`config.mk`:
```
export PLATFORM = sky130hd
export DESIGN_NAME = wrap_index_agu
export DESIGN_NICKNAME = d
export VERILOG_FILES = /design/src/rtl/agu_pkg.sv /design/src/rtl/agu_rom_ptr.sv /design/src/rtl/agu_ram_slot.sv /design/src/rtl/agu_bias_step.sv /design/src/rtl/agu_ea_form.sv /design/src/rtl/wrap_index_agu.sv
export SDC_FILE = /design/constraint.sdc
export NUM_CORES = 1
export LEC_CHECK = 0
export BUFFER_PORTS_ARGS = -buffer_cell sky130_fd_sc_hd__buf_4
export CAP_MARGIN = 20
export CORE_ASPECT_RATIO = 1.5
export CORE_MARGIN = 2
export CORE_UTILIZATION = 34
export CTS_BUF_LIST = sky130_fd_sc_hd__clkbuf_4 sky130_fd_sc_hd__clkbuf_8 sky130_fd_sc_hd__clkbuf_16
export DETAILED_ROUTE_END_ITERATION = 8
export GPL_TIMING_DRIVEN = 0
export HOLD_SLACK_MARGIN = 0.08
export PLACE_DENSITY = 0.58
export RECOVER_POWER = 100
export SLEW_MARGIN = 30
export SYNTH_ARGS = -nofsm -noshare
export SYNTH_HDL_FRONTEND = slang
export SYNTH_HIERARCHICAL = 1
export SYNTH_SLANG_ARGS = --single-unit
```
`constraint.sdc`:
```
create_clock -name clk -period 8.75 [get_ports clk]
set_input_delay 1.3125 -clock clk [delete_from_list [all_inputs] [get_ports clk]]
set_output_delay 1.3125 -clock clk [all_outputs]
set_load 0.05 [all_outputs]
```
`src/rtl/agu_pkg.sv`:
```
package agu_pkg;
  localparam int ROM_AW  = 14;
  localparam int RAM_PW  = 10;
  localparam int BIAS_W  = 12;
  localparam int EA_W    = ROM_AW;
  localparam int NSLOT   = 3;
  localparam int CODE_W  = 4;

  typedef enum logic [1:0] {
    MODE_NONE = 2'd0,
    MODE_INC  = 2'd1,
    MODE_DEC  = 2'd2,
    MODE_STEP = 2'd3
  } mode_e;

  typedef enum logic [CODE_W-1:0] {
    WC_PTR0     = 4'd0,
    WC_BIAS_LD  = 4'd12,
    WC_BIAS_ADD = 4'd13,
    WC_STEP     = 4'd14
  } wr_code_e;

  localparam logic [CODE_W-1:0] WC_BASE0 = 4'd4;
  localparam logic [CODE_W-1:0] WC_LIM0  = 4'd8;

  function automatic logic [RAM_PW-1:0] wrap_next(
    input logic [RAM_PW-1:0] ptr,
    input logic [RAM_PW-1:0] base,
    input logic [RAM_PW-1:0] limit,
    input logic [RAM_PW-1:0] delta);
    return (ptr == limit) ? base : ptr + delta;
  endfunction

  function automatic logic [BIAS_W-1:0] bias_sum(
    input logic [BIAS_W-1:0] bias,
    input logic [RAM_PW-1:0] val);
    return bias + {{(BIAS_W-RAM_PW){val[RAM_PW-1]}}, val};
  endfunction
endpackage

```
`src/rtl/agu_rom_ptr.sv`:
```
module agu_rom_ptr
  import agu_pkg::*;
(
  input  logic              clk,
  input  logic              rst_n,
  input  logic              ld,
  input  logic [ROM_AW-1:0] ld_val,
  input  logic              adv,
  output logic [ROM_AW-1:0] ptr_q
);
  always_ff @(posedge clk or negedge rst_n) begin
    if (!rst_n)   ptr_q <= '0;
    else if (ld)  ptr_q <= ld_val;
    else if (adv) ptr_q <= ptr_q + 1'b1;
  end
endmodule

```
`src/rtl/agu_ram_slot.sv`:
```
module agu_ram_slot
  import agu_pkg::*;
(
  input  logic              clk,
  input  logic              rst_n,
  input  logic              ld_ptr,
  input  logic              ld_base,
  input  logic              ld_lim,
  input  logic [RAM_PW-1:0] wr_val,
  input  logic              adv,
  input  logic [RAM_PW-1:0] delta,
  output logic [RAM_PW-1:0] ptr_q,
  output logic [RAM_PW-1:0] base_q,
  output logic [RAM_PW-1:0] lim_q,
  output logic              wrap_hit
);
  assign wrap_hit = adv && !ld_ptr && (ptr_q == lim_q);

  always_ff @(posedge clk or negedge rst_n) begin
    if (!rst_n) begin
      ptr_q  <= '0;
      base_q <= '0;
      lim_q  <= '0;
    end else begin
      if (ld_ptr)   ptr_q <= wr_val;
      else if (adv) ptr_q <= wrap_next(ptr_q, base_q, lim_q, delta);
      if (ld_base)  base_q <= wr_val;
      if (ld_lim)   lim_q  <= wr_val;
    end
  end
endmodule

```
`src/rtl/agu_bias_step.sv`:
```
module agu_bias_step
  import agu_pkg::*;
(
  input  logic              clk,
  input  logic              rst_n,
  input  logic              ld_bias,
  input  logic              add_bias,
  input  logic              ld_step,
  input  logic [EA_W-1:0]   wr_data,
  output logic [BIAS_W-1:0] bias_q,
  output logic [RAM_PW-1:0] step_raw,
  output logic [RAM_PW-1:0] step_q
);
  always_ff @(posedge clk or negedge rst_n) begin
    if (!rst_n) begin
      bias_q   <= '0;
      step_raw <= '0;
      step_q   <= '0;
    end else begin
      if (ld_bias)       bias_q <= wr_data[BIAS_W-1:0];
      else if (add_bias) bias_q <= bias_q + wr_data[BIAS_W-1:0];
      if (ld_step)       step_raw <= wr_data[RAM_PW-1:0];
      step_q <= step_raw;
    end
  end
endmodule

```
`src/rtl/agu_ea_form.sv`:
```
module agu_ea_form
  import agu_pkg::*;
(
  input  logic                         acc_sel_rom,
  input  logic [1:0]                   acc_sel,
  input  logic                         acc_bias,
  input  logic                         acc_direct,
  input  logic [EA_W-1:0]              acc_offset,
  input  logic [ROM_AW-1:0]            rom_ptr,
  input  logic [NSLOT:1][RAM_PW-1:0]   ram_ptr,
  input  logic [BIAS_W-1:0]            bias,
  output logic [EA_W-1:0]              ea,
  output logic                         ea_ram
);
  logic [RAM_PW-1:0] ram_val;
  logic [RAM_PW-1:0] ptr_pick;

  always_comb begin
    case (acc_sel)
      2'd1:    ptr_pick = ram_ptr[1];
      2'd2:    ptr_pick = ram_ptr[2];
      default: ptr_pick = ram_ptr[3];
    endcase
  end

  assign ram_val = acc_direct ? acc_offset[RAM_PW-1:0] : ptr_pick;

  always_comb begin
    if (acc_sel_rom) begin
      ea_ram = 1'b0;
      ea     = acc_direct ? acc_offset : rom_ptr;
    end else begin
      ea_ram = 1'b1;
      if (acc_bias) ea = {{(EA_W-BIAS_W){1'b0}}, bias_sum(bias, ram_val)};
      else          ea = {{(EA_W-RAM_PW){1'b0}}, ram_val};
    end
  end
endmodule

```
`src/rtl/wrap_index_agu.sv`:
```
module wrap_index_agu
  import agu_pkg::*;
(
  input  logic              clk,
  input  logic              rst_n,
  input  logic              acc_valid,
  input  logic [1:0]        acc_sel,
  input  logic [1:0]        acc_mode,
  input  logic              acc_bias,
  input  logic              acc_direct,
  input  logic [EA_W-1:0]   acc_offset,
  input  logic              wr_en,
  input  logic [CODE_W-1:0] wr_code,
  input  logic [EA_W-1:0]   wr_data,
  output logic [EA_W-1:0]   ea,
  output logic              ea_ram
);
  logic                        idx_req;
  logic                        sel_rom;
  logic [ROM_AW-1:0]           rom_ptr;
  logic                        rom_adv;
  logic [NSLOT:1][RAM_PW-1:0]  ram_ptr;
  logic [NSLOT:1][RAM_PW-1:0]  ram_base;
  logic [NSLOT:1][RAM_PW-1:0]  ram_lim;
  logic [NSLOT:1]              slot_adv;
  logic [NSLOT:1]              wrap_hit;
  logic [BIAS_W-1:0]           bias_q;
  logic [RAM_PW-1:0]           step_raw;
  logic [RAM_PW-1:0]           step_q;

  // indexed (pointer-based) access event
  assign idx_req = acc_valid && !acc_direct;
  assign sel_rom = (acc_sel == 2'd0);
  assign rom_adv = idx_req && sel_rom && (acc_mode == MODE_INC);

  agu_rom_ptr u_rom (
    .clk    (clk),
    .rst_n  (rst_n),
    .ld     (wr_en && (wr_code == WC_PTR0)),
    .ld_val (wr_data[ROM_AW-1:0]),
    .adv    (rom_adv),
    .ptr_q  (rom_ptr)
  );

  for (genvar gi = 1; gi <= NSLOT; gi++) begin : g_slot
    logic [RAM_PW-1:0] delta;
    logic              mode_ok;
    if (gi == NSLOT) begin : g_stride
      assign mode_ok = (acc_mode == MODE_STEP);
      assign delta   = step_q;
    end else begin : g_unit
      assign mode_ok = (acc_mode == MODE_INC) || (acc_mode == MODE_DEC);
      assign delta   = (acc_mode == MODE_DEC) ? '1 : RAM_PW'(1);
    end
    assign slot_adv[gi] = idx_req && (acc_sel == 2'(gi)) && mode_ok;

    agu_ram_slot u_slot (
      .clk      (clk),
      .rst_n    (rst_n),
      .ld_ptr   (wr_en && (wr_code == CODE_W'(gi))),
      .ld_base  (wr_en && (wr_code == WC_BASE0 + CODE_W'(gi))),
      .ld_lim   (wr_en && (wr_code == WC_LIM0 + CODE_W'(gi))),
      .wr_val   (wr_data[RAM_PW-1:0]),
      .adv      (slot_adv[gi]),
      .delta    (delta),
      .ptr_q    (ram_ptr[gi]),
      .base_q   (ram_base[gi]),
      .lim_q    (ram_lim[gi]),
      .wrap_hit (wrap_hit[gi])
    );
  end

  agu_bias_step u_bias (
    .clk      (clk),
    .rst_n    (rst_n),
    .ld_bias  (wr_en && (wr_code == WC_BIAS_LD)),
    .add_bias (wr_en && (wr_code == WC_BIAS_ADD)),
    .ld_step  (wr_en && (wr_code == WC_STEP)),
    .wr_data  (wr_data),
    .bias_q   (bias_q),
    .step_raw (step_raw),
    .step_q   (step_q)
  );

  agu_ea_form u_ea (
    .acc_sel_rom (sel_rom),
    .acc_sel     (acc_sel),
    .acc_bias    (acc_bias),
    .acc_direct  (acc_direct),
    .acc_offset  (acc_offset),
    .rom_ptr     (rom_ptr),
    .ram_ptr     (ram_ptr),
    .bias        (bias_q),
    .ea          (ea),
    .ea_ram      (ea_ram)
  );
endmodule

```
After elaboration in Yosys (flattened, before gate mapping) --
Index checks and enable logic that the tools add are counted.
Storage, ports and cells: flip-flop bits (word level) 136, bits of input ports 42, output and inout bits 15, logic and storage cells 91
Operators by class: add/subtract/negate cells 6, equal/unequal tests 21, muxes and demuxes 20, reduce and logical (&&, ||, !) cells 31
Operators with widths (number):
- two-way mux 10 bit | 11
- two-way mux 14 bit | 4
- two-way mux 12 bit | 3
- adder 10 bit | 3
- == test 10 bit | 3
- adder 12 bit | 2
- == test 4 bit, second input constant | 6
- logical AND 1 bit | 22
- case mux 10 bit (2 select lines) | 1
- adder 14 x 1 -> 14 bit, second input constant | 1
- == test 4 x 3 -> 1 bit, second input constant | 3
- nonzero test 2 bit | 5
- == test 2 bit, second input constant | 4
- == test 4 x 2 -> 1 bit, second input constant | 2
- == test 2 x 1 -> 1 bit, second input constant | 2
- == test 4 x 1 -> 1 bit, second input constant | 1
- zero test 4 bit | 1
- zero test 2 bit | 1
- zero test 1 bit | 1
- logical OR 1 bit | 1
- two-way mux 1 bit | 1

Longest topological paths before layout --
Gate-level depths: netlist (run 1).
word-level depth 6, mapped depth 15, depth with buffers taken out 14

Cells and area by module --
Netlist (run 1), hierarchy kept.
Modules (own cells, without submodules):
- agu_ram_slot at g_slot[1].u_slot ... | instances 2, cells each 169, area each 1816.7 um^2, seq. area each 750.7 um^2
- agu_ram_slot at g_slot[3].u_slot | instances 1, cells each 169, area each 1804.2 um^2, seq. area each 750.7 um^2
- agu_bias_step | instances 1, cells each 157, area each 1687.9 um^2, seq. area each 800.8 um^2
- agu_ea_form | instances 1, cells each 179, area each 1169.9 um^2, seq. area each 0.0 um^2
- agu_rom_ptr | instances 1, cells each 80, area each 745.7 um^2, seq. area each 350.3 um^2
- wrap_index_agu | instances 1, cells each 35, area each 201.4 um^2, seq. area each 0.0 um^2

Worst setup path after synthesis (run 1) --
Ideal clock, no wire load.
kind in2out, start point input port acc_sel[0], end point output port ea[8], arrival time 4.835 ns, data required time 7.438 ns, path slack 2.603 ns, stages 15, path buffers 1, cell sequence inv_1 -> ha_1 -> clkbuf_1 -> a221o_1 -> o21ai_0 -> o21ai_0 -> ha_1 -> inv_1 -> fa_1 -> nor2b_1 -> o31a_2 -> o31a_1 -> o21ai_0 -> nor3b_1 -> o31ai_1
Between the ends: cells in the longest elaborated chain, start to end 6, elaborated cells between the ends (all ways) 8
Ends and longest elaborated chain:
- from (decl) | line wrap_index_agu.sv:7 | input logic [1:0] acc_sel,
- == test 2 bit or == test 2 x 1 -> 1 bit (tied branches) | line agu_ea_form.sv:19 | case (acc_sel)
- case mux 10 bit (2 select lines) | line agu_ea_form.sv:19
- two-way mux 10 bit | line agu_ea_form.sv:26 | assign ram_val = acc_direct ? acc_offset[RAM_PW-1:0] : ptr_pick;
- adder 12 bit | line agu_pkg.sv:37 | return bias + {{(BIAS_W-RAM_PW){val[RAM_PW-1]}}, val};
- two-way mux 12 bit | line agu_ea_form.sv:34 | if (acc_bias) ea = {{(EA_W-BIAS_W){1'b0}}, bias_sum(bias, ram_val)};
- two-way mux 14 bit * | line agu_ea_form.sv:29 | if (acc_sel_rom) begin
- to (decl) | line wrap_index_agu.sv:15 | output logic [EA_W-1:0] ea,
Every way passes the cells marked *; elsewhere a longest branch is shown, timed or not.

Final worst setup path (run 1) --
start point input port acc_sel[0], end point output port ea[11]
The elaborated chain is that of the path after synthesis.

==> flow_summary.toml, run 1 <==
[clock_network]
clock-root-buffer = "clkbuf_16"
clk_path_buf_depth = 2
post-cts-setup-buffers = 0
cts_tree = "yes"
clk_latency_ns = 0.43
ctsResizeCount = 0
holdBufCountCts = 0
clk_pin_slew_ns = 0.06
cts_sinks = 136
numCtsBuffers = 17
htreeDepth = 4

[cells_and_area]
insertedDiodeCount = 0
final_common_cell = "dfrtp_1"
fin_cells = 1379
area.sequential_sq_um = 3403
final_layout_size_suffix_gt1_frac = 0.1555
nets = 1133
final_cell_mix = "136 x dfrtp_1, 85 x o21ai_0, 73 x mux2_2"
fillers = 2634
multi_input_area_sq_um = 5487
syn_to_final_growth_pct = 15.19

[detailed_routing]
dr_wl_met3_um = 1087
drc_errors = 0
top_layer_used = "met4"
firstDrtPassIters = 5
wl_met1_um = 10820
wl_met2_um = 13680
antenna_left = 0
via_per_inst = 5.503
drt_iter0_drc = 434
post_drt_wl_per_cell_um = 19.18
totalWireLength_um = 26450
via_count = 7589

[worst_setup_path]
end_kind = "output pin"
critPathRequiredTime_ns = 7.44
crit_path_start_kind = "input port"
cp.arrival_ns = 5.06
critPathKind = "in2out"
critPathMaxFanout = 10

[global_routing]
grt_max_degree = 81
grt_pass1_vias = 7838
grt_pass1_wl_um = 42300
grt_overflow_total = 0
antenna_found_initial = 0
grtUsageTotal = 0.1912

[outcome]
outcome = "finished with violations"
violations = "capacitance limit, slew limit"

[timing]
drv_slew = 57
rsz0062_at_grt = "false"
fmax_mhz = 157.0
post-route-min-period_ns = 6.370
tightest_slew_ns = 3.303
skew_ns = 0.006991
setup_violations = 0
hold_viol_final = 0
max_slew_margin = -1.202
timing.final.crit_share = 0.7280
fin_setup_tns_ns = 0

[power]
ir_drop_v = 0.0001230
p_leak_nw = 4.469
power_density_nw_per_um2 = 283.1

[floorplanning]
die_h_um = 205.7
start_util = 0.3470
ios = 57
die_area_sq_um = 28490
fp-row-count = 73
core_area_sq_um = 26580
die_w_um = 138.5

[placed_design]
port_buffers = 55
hpwl_um = 19360
gp_congestion = 0.8813
dp_cells = 1349

[worst_hold_path]
hold_class = "reg2reg"

[synthesis]
postSynthAreaPerCell_sq_um = 9.658
ys_warn_count = 6
syn_inst = 955
synth_area_sq_um = 9224

[run]
maxCapViolCount = 1
## metrics by stage
step	instance area [sq um]	utilization	hold slack (ns)	power (mW)	setup WS, ns
2_1_floorplan	9228	-	0.3501	1.909	2.603
5_1_grt	10630	0.3998	0.3835	3.216	2.033
4_1_cts	10740	0.4041	0.3673	3.057	2.779
6_report	10630	0.3998	0.3639	3.008	2.380
3_5_place_dp	10100	0.3800	0.3588	2.255	2.796
3_3_place_gp	10060	0.3786	0.3544	2.221	2.819
## metal layers
layer  vias to the layer above  track usage
met4                         0      0.08200
met5                         -            0
li1                       3639            -
met1                      3720       0.2148
met2                       186       0.3536
met3                        44      0.03491
## registers in the layout, summed over array words and instances, names as in the netlist
register              count
u_bias/step_raw          10
u_bias/step_q            10
g_slot.u_slot/ptr_q      30
u_rom/ptr_q              14
g_slot.u_slot/base_q     30
g_slot.u_slot/lim_q      30
u_bias/bias_q            12
## worst paths after layout
kind / cells after the start / to / slack, ns / from
worst max-delay path: 15 / ea[11] / 2.38 / acc_sel[0]
worst min-delay path: 0 / u_bias/step_q[7] / 0.36 / u_bias/step_raw[7]
worst max register to register: 8 / g_slot[1].u_slot/ptr_q[8] / 6.23 / g_slot[1].u_slot/ptr_q[0]
worst min register to register: 0 / u_bias/step_q[7] / 0.36 / u_bias/step_raw[7]
max in group asynchronous: 1 / g_slot[1].u_slot/lim_q[3] / 4.90 / rst_n
min in group asynchronous: 1 / u_bias/step_q[7] / 1.99 / rst_n
## final cells by class
cell class	instances	share of cell area
plain buffers	38	0.01590
repair buffers	56	0.03509
flip-flops and latches	136	0.3203
multi-input cells	747	0.5164
inverters	35	0.01236
clock inverters	9	0.01625
clock buffers	21	0.04404
well taps	337	0.03968
## worst max-delay path, stage by stage
cell      delay, ns
buf_4          0.13
inv_1          0.05
ha_1           0.31
clkbuf_1       0.34
a221o_1        0.18
o21ai_0        0.10
o21ai_0        0.32
ha_1           0.32
a211oi_1       0.40
nor3_1         0.14
a2111o_1       0.45
o22a_2         0.20
xnor2_1        0.15
o22ai_1        0.16
clkbuf_1       0.50
## power by group
part,switching [mW],leakage (nW),internal [mW]
Combinational,0.665,2.47,0.545
Sequential,0.208,1.68,0.803
Clock,0.265,0.316,0.522
Power figures use the tool's default switching activity.
==> run 2: changes to the inputs <==
==> constraint.sdc (replaced) <==
create_clock -name clk -period 6 [get_ports clk]
set_input_delay 0.9 -clock clk [delete_from_list [all_inputs] [get_ports clk]]
set_output_delay 0.9 -clock clk [all_outputs]
set_load 0.05 [all_outputs]
==> flow_summary.toml, run 2 (synthesis results as in run 1) <==
[outcome]
outcome = "finished with violations"
violations = "capacitance limit, slew limit"

[global_routing]
grt_pass1_wl_um = 42300
antenna_found_initial = 0
grtUsageTotal = 0.1912
grt_pass1_vias = 7838
grt_max_degree = 81
grt_overflow_total = 0

[timing]
timing.final.crit_share = 0.8995
setup_violations = 0
max_slew_margin = -1.116
hold_viol_final = 0
fin_setup_tns_ns = 0
whs_ns = 0.3638
rsz0062_at_grt = "false"
tightest_slew_ns = 3.173
timing.final.ws_setup_ns = 0.6028
drv_slew = 139
fmax_mhz = 185.3
skew_ns = 0.007524
post-route-min-period_ns = 5.397

[power]
total_power_mw = 4.385
p_leak_nw = 4.464
power_frac_comb = 0.402
switching_share = 0.3784
power_switching_mw = 1.659
pwr-share-seq = 0.336
internal_power_mw = 2.726
power_density_nw_per_um2 = 413.6
power.clock.fraction = 0.262
ir_drop_v = 0.0001790

[cells_and_area]
final_cell_mix = "136 x dfrtp_1, 85 x o21ai_0, 73 x mux2_2"
fin_cells = 1379
fin_area_sq_um = 10600
syn_to_final_growth_pct = 14.96
reg.largest.list = "g_slot.u_slot/base_q (30), g_slot.u_slot/lim_q (30), g_slot.u_slot/ptr_q (30)"
final_util = 0.3990
fillers = 2636
final_layout_size_suffix_gt1_frac = 0.1564
insertedDiodeCount = 0
nets = 1133
final_common_cell = "dfrtp_1"

[clock_network]
cts_sinks = 136
ctsResizeCount = 0
holdBufCountCts = 0
htreeDepth = 4
clock-root-buffer = "clkbuf_16"
clk_latency_ns = 0.43
clk_pin_slew_ns = 0.06
post-cts-setup-buffers = 0
clk_path_buf_depth = 2
cts_tree = "yes"
numCtsBuffers = 17

[worst_setup_path]
rr_worst_depth = 8
cp.arrival_ns = 4.50
critPathKind = "in2out"
critPathMaxFanout = 10
crit_path_start_kind = "input port"
critPathRequiredTime_ns = 5.10
end_kind = "output pin"

[detailed_routing]
post_drt_wl_per_cell_um = 19.16
antenna_left = 0
drt_iter0_drc = 441
via_per_inst = 5.484
totalWireLength_um = 26430
firstDrtPassIters = 5
via_count = 7563
drc_errors = 0

[worst_hold_path]
hold_class = "reg2reg"
holdPathStages = 0

[placed_design]
port_buffers = 55
gp_congestion = 0.8813
postPlaceCellArea_sq_um = 10100
hpwl_um = 19360
dp_cells = 1349
dpl_worst_slack_ns = 0.8707

[floorplanning]
die_h_um = 205.7
die_area_sq_um = 28490
die_w_um = 138.5
fp-row-count = 73
ios = 57
core_area_sq_um = 26580
start_util = 0.3470

[run]
maxCapViolCount = 2
## run 2: cell count changes in the layout (fill, tap and decap cells not counted)
cell	before	now
clkbuf_1	49	48
buf_16	1	0
clkbuf_2	0	2
## run 2: worst max-delay path, cell delays in order
cell,delay [ns]
buf_4,0.13
inv_1,0.05
ha_1,0.30
clkbuf_1,0.33
a221o_1,0.19
o21ai_0,0.10
o21ai_0,0.24
ha_1,0.25
inv_1,0.07
fa_1,0.41
nor2b_1,0.17
o31a_2,0.17
o31a_1,0.19
o21ai_0,0.10
nor3b_1,0.16
o31ai_1,0.23
clkbuf_1,0.51
## run 2: final timing paths
check                                          start                   endpoint  slack (ns)
min reg2reg                       u_bias/step_raw[7]           u_bias/step_q[7]        0.36
max in group asynchronous                      rst_n  g_slot[1].u_slot/ptr_q[7]        1.24
min in group asynchronous                      rst_n           u_bias/step_q[7]        1.53
max reg2reg                g_slot[1].u_slot/ptr_q[0]  g_slot[1].u_slot/ptr_q[8]        3.49
min                               u_bias/step_raw[7]           u_bias/step_q[7]        0.36
max                                       acc_sel[0]                      ea[8]        0.60
## run 2: final cells by class
type,count,area (sq um),area share
multi-input combinational,747,5487,0.5174
sequential,136,3403,0.3209
clock buffer,21,467.9,0.04413
tap,337,421.7,0.03976
timing repair buffer,56,351.6,0.03316
clock inverter,9,172.7,0.01628
buffer,38,168.9,0.01593
inverter,35,131.4,0.01239
## run 2: routing by layer
metal | wire, um | up-vias | GRT usage
met5 | 0 | - | 0
met4 | 839 | 0 | 0.08200
li1 | - | 3638 | -
met3 | 1059 | 42 | 0.03491
met1 | 10820 | 3700 | 0.2148
met2 | 13710 | 183 | 0.3536
## run 2: power by group through the flow
| stage | Sequential, mW | Clock (mW) | Combinational (mW) |
|---|---|---|---|
| final | 1.47 | 1.15 | 1.76 |
| after global routing | 1.50 | 1.21 | 1.98 |
| after CTS | 1.47 | 1.18 | 1.81 |
| after detailed placement | 1.49 | 0 | 1.80 |
| after global placement | 1.48 | 0 | 1.76 |
| after floorplan | 1.35 | 0 | 1.43 |
==> run 3: changes to the inputs <==
--- a/config.mk
+++ b/config.mk
@@ -7,6 +7,8 @@
 export LEC_CHECK = 0
 export BUFFER_PORTS_ARGS = -buffer_cell sky130_fd_sc_hd__buf_4
 export CAP_MARGIN = 20
+export CELL_PAD_IN_SITES_DETAIL_PLACEMENT = 1
+export CELL_PAD_IN_SITES_GLOBAL_PLACEMENT = 1
 export CORE_ASPECT_RATIO = 1.5
 export CORE_MARGIN = 2
 export CORE_UTILIZATION = 34
@@ -14,8 +16,9 @@
 export DETAILED_ROUTE_END_ITERATION = 8
 export GPL_TIMING_DRIVEN = 0
 export HOLD_SLACK_MARGIN = 0.08
-export PLACE_DENSITY = 0.58
+export PLACE_DENSITY = 0.68
 export RECOVER_POWER = 100
+export REMOVE_ABC_BUFFERS = 1
 export SLEW_MARGIN = 30
 export SYNTH_ARGS = -nofsm -noshare
 export SYNTH_HDL_FRONTEND = slang
==> flow_summary.toml, run 3 (synthesis results as in run 1) <==
[outcome]
outcome = "finished with violations"
violations = "capacitance limit, slew limit"

[floorplanning]
die_area_sq_um = 28490
die_h_um = 205.7
die_w_um = 138.5
ios = 57
fp-row-count = 73
start_util = 0.3470
core_area_sq_um = 26580

[timing]
fmax_mhz = 184.9
tightest_slew_ns = 2.504
setup_violations = 0
post-route-min-period_ns = 5.407
drv_slew = 115
rsz0062_at_grt = "false"
hold_viol_final = 0
max_slew_margin = -0.6692
skew_ns = 0.008921
fin_setup_tns_ns = 0
timing.final.crit_share = 0.9012

[cells_and_area]
multi_input_area_sq_um = 5507
fillers = 3033
insertedDiodeCount = 0
final_cell_mix = "136 x dfrtp_1, 85 x o21ai_0, 72 x mux2_2"
final_common_cell = "dfrtp_1"
reg.largest.list = "g_slot.u_slot/base_q (30), g_slot.u_slot/lim_q (30), g_slot.u_slot/ptr_q (30)"
area.sequential_sq_um = 3403
final_util = 0.3964
nets = 1104
final_layout_size_suffix_gt1_frac = 0.1685
syn_to_final_growth_pct = 14.22

[power]
internal_power_mw = 2.656
power_switching_mw = 1.723
p_leak_nw = 4.443
power_frac_comb = 0.408
power.clock.fraction = 0.257
pwr-share-seq = 0.335
power_density_nw_per_um2 = 415.6
ir_drop_v = 0.0002592
switching_share = 0.3934

[clock_network]
post-cts-setup-buffers = 0
clk_path_buf_depth = 2
clk_latency_ns = 0.45
clk_pin_slew_ns = 0.06
numCtsBuffers = 17
ctsResizeCount = 0
cts_tree = "yes"
cts_sinks = 136
htreeDepth = 4
holdBufCountCts = 0
clock-root-buffer = "clkbuf_16"

[global_routing]
grt_pass1_vias = 7906
grt_pass1_wl_um = 43500
grt_overflow_total = 0
grtUsageTotal = 0.1979
antenna_found_initial = 0
grt_max_degree = 52

[detailed_routing]
post_drt_wl_per_cell_um = 20.18
via_per_inst = 5.562
totalWireLength_um = 27290
firstDrtPassIters = 5
drc_errors = 0
antenna_left = 0
via_count = 7520
drt_iter0_drc = 373

[worst_setup_path]
end_kind = "output pin"
slowest_stage = "clkbuf_1"
critPathKind = "in2out"
critPathMaxFanout = 12
r2r-end = "g_slot[3].u_slot/ptr_q[8]"
worstSetupStartpoint = "acc_sel[0]"
rr_worst_depth = 8
path_depth = 14
path_delay_family = "compound AO/OA/AOI/OAI gates"
critPathRequiredTime_ns = 5.10
endpoint = "ea[11]"
path_cells = "buf_4 -> inv_1 -> ha_1 -> inv_1 -> o21ai_0 -> o21ai_0 -> ha_1 -> a211oi_1 -> nor3_1 -> a2111o_1 -> o22a_2 -> xnor2_1 -> o22ai_1 -> clkbuf_1"
crit_path_start_kind = "input port"
slowest_delay_ns = 0.49
timing.critical_path.buf_inv = 4
r2r_start = "g_slot[3].u_slot/ptr_q[0]"
cp.arrival_ns = 4.51
rrSetupSlack_ns = 3.54

[placed_design]
port_buffers = 56
gp_congestion = 0.8011
hpwl_um = 20160

[worst_hold_path]
holdPathStages = 0
hold_class = "reg2reg"

[run]
maxCapViolCount = 3
==> run 3: cell count changes in the layout (fill, tap and decap cells not counted), sizes merged <==
cell      change
clkbuf       -35
bufinv        -2
buf           +5
inv           +3
clkinvlp      +2
==> run 3: final cells by class <==
| cell class | instances | area share |
|---|---|---|
| clock buffers | 20 | 0.04371 |
| repair buffers | 65 | 0.04240 |
| well taps | 337 | 0.04002 |
| flip-flops and latches | 136 | 0.3230 |
| clock inverters | 12 | 0.01568 |
| multi-input cells | 747 | 0.5227 |
| inverters | 35 | 0.01247 |
==> run 3: power by group through the flow <==
stage	clock network [mW]	registers (mW)	logic [mW]
after floorplan	0	1.36	1.42
after global placement	0	1.48	1.76
final	1.12	1.47	1.79
after global routing	1.18	1.51	2.01
after detailed placement	0	1.49	1.83
after CTS	1.15	1.48	1.84
==> run 3: how the worst min path moves through the flow <==
stage,from,to
3_5_place_dp,u_bias/step_raw[0],u_bias/step_q[0]
4_1_cts,rst_n,u_bias/bias_q[5]
2_1_floorplan,u_bias/step_raw[0],u_bias/step_q[0]
3_3_place_gp,u_bias/step_raw[2],u_bias/step_q[2]
6_report,u_bias/step_raw[0],u_bias/step_q[0]
5_1_grt,u_bias/step_raw[0],u_bias/step_q[0]
==> run 3: stage by stage <==
| step | cell area [sq um] | hold WS, ns | total power, mW | setup slack [ns] | std cells |
|---|---|---|---|---|---|
| floorplan | 9059 | 0.3501 | 2.775 | 0.7681 | 918 |
| global placement | 9901 | 0.3546 | 3.244 | 0.9354 | 1311 |
| detailed placement | 10040 | 0.3622 | 3.317 | 0.8368 | 1318 |
| CTS | 10660 | 0.3425 | 4.466 | 0.7892 | 1350 |
| global route | 10540 | 0.3806 | 4.694 | 0.2468 | 1352 |
| finish | 10540 | 0.3697 | 4.379 | 0.5930 | 1352 |
==> run 3: per-layer routing <==
layer,vias to the layer above,track usage,wire length [um]
li1,3569,-,-
met1,3771,0.2265,11220
met4,0,0.08309,821
met5,-,0,0
met2,139,0.3647,14430
met3,41,0.03235,820
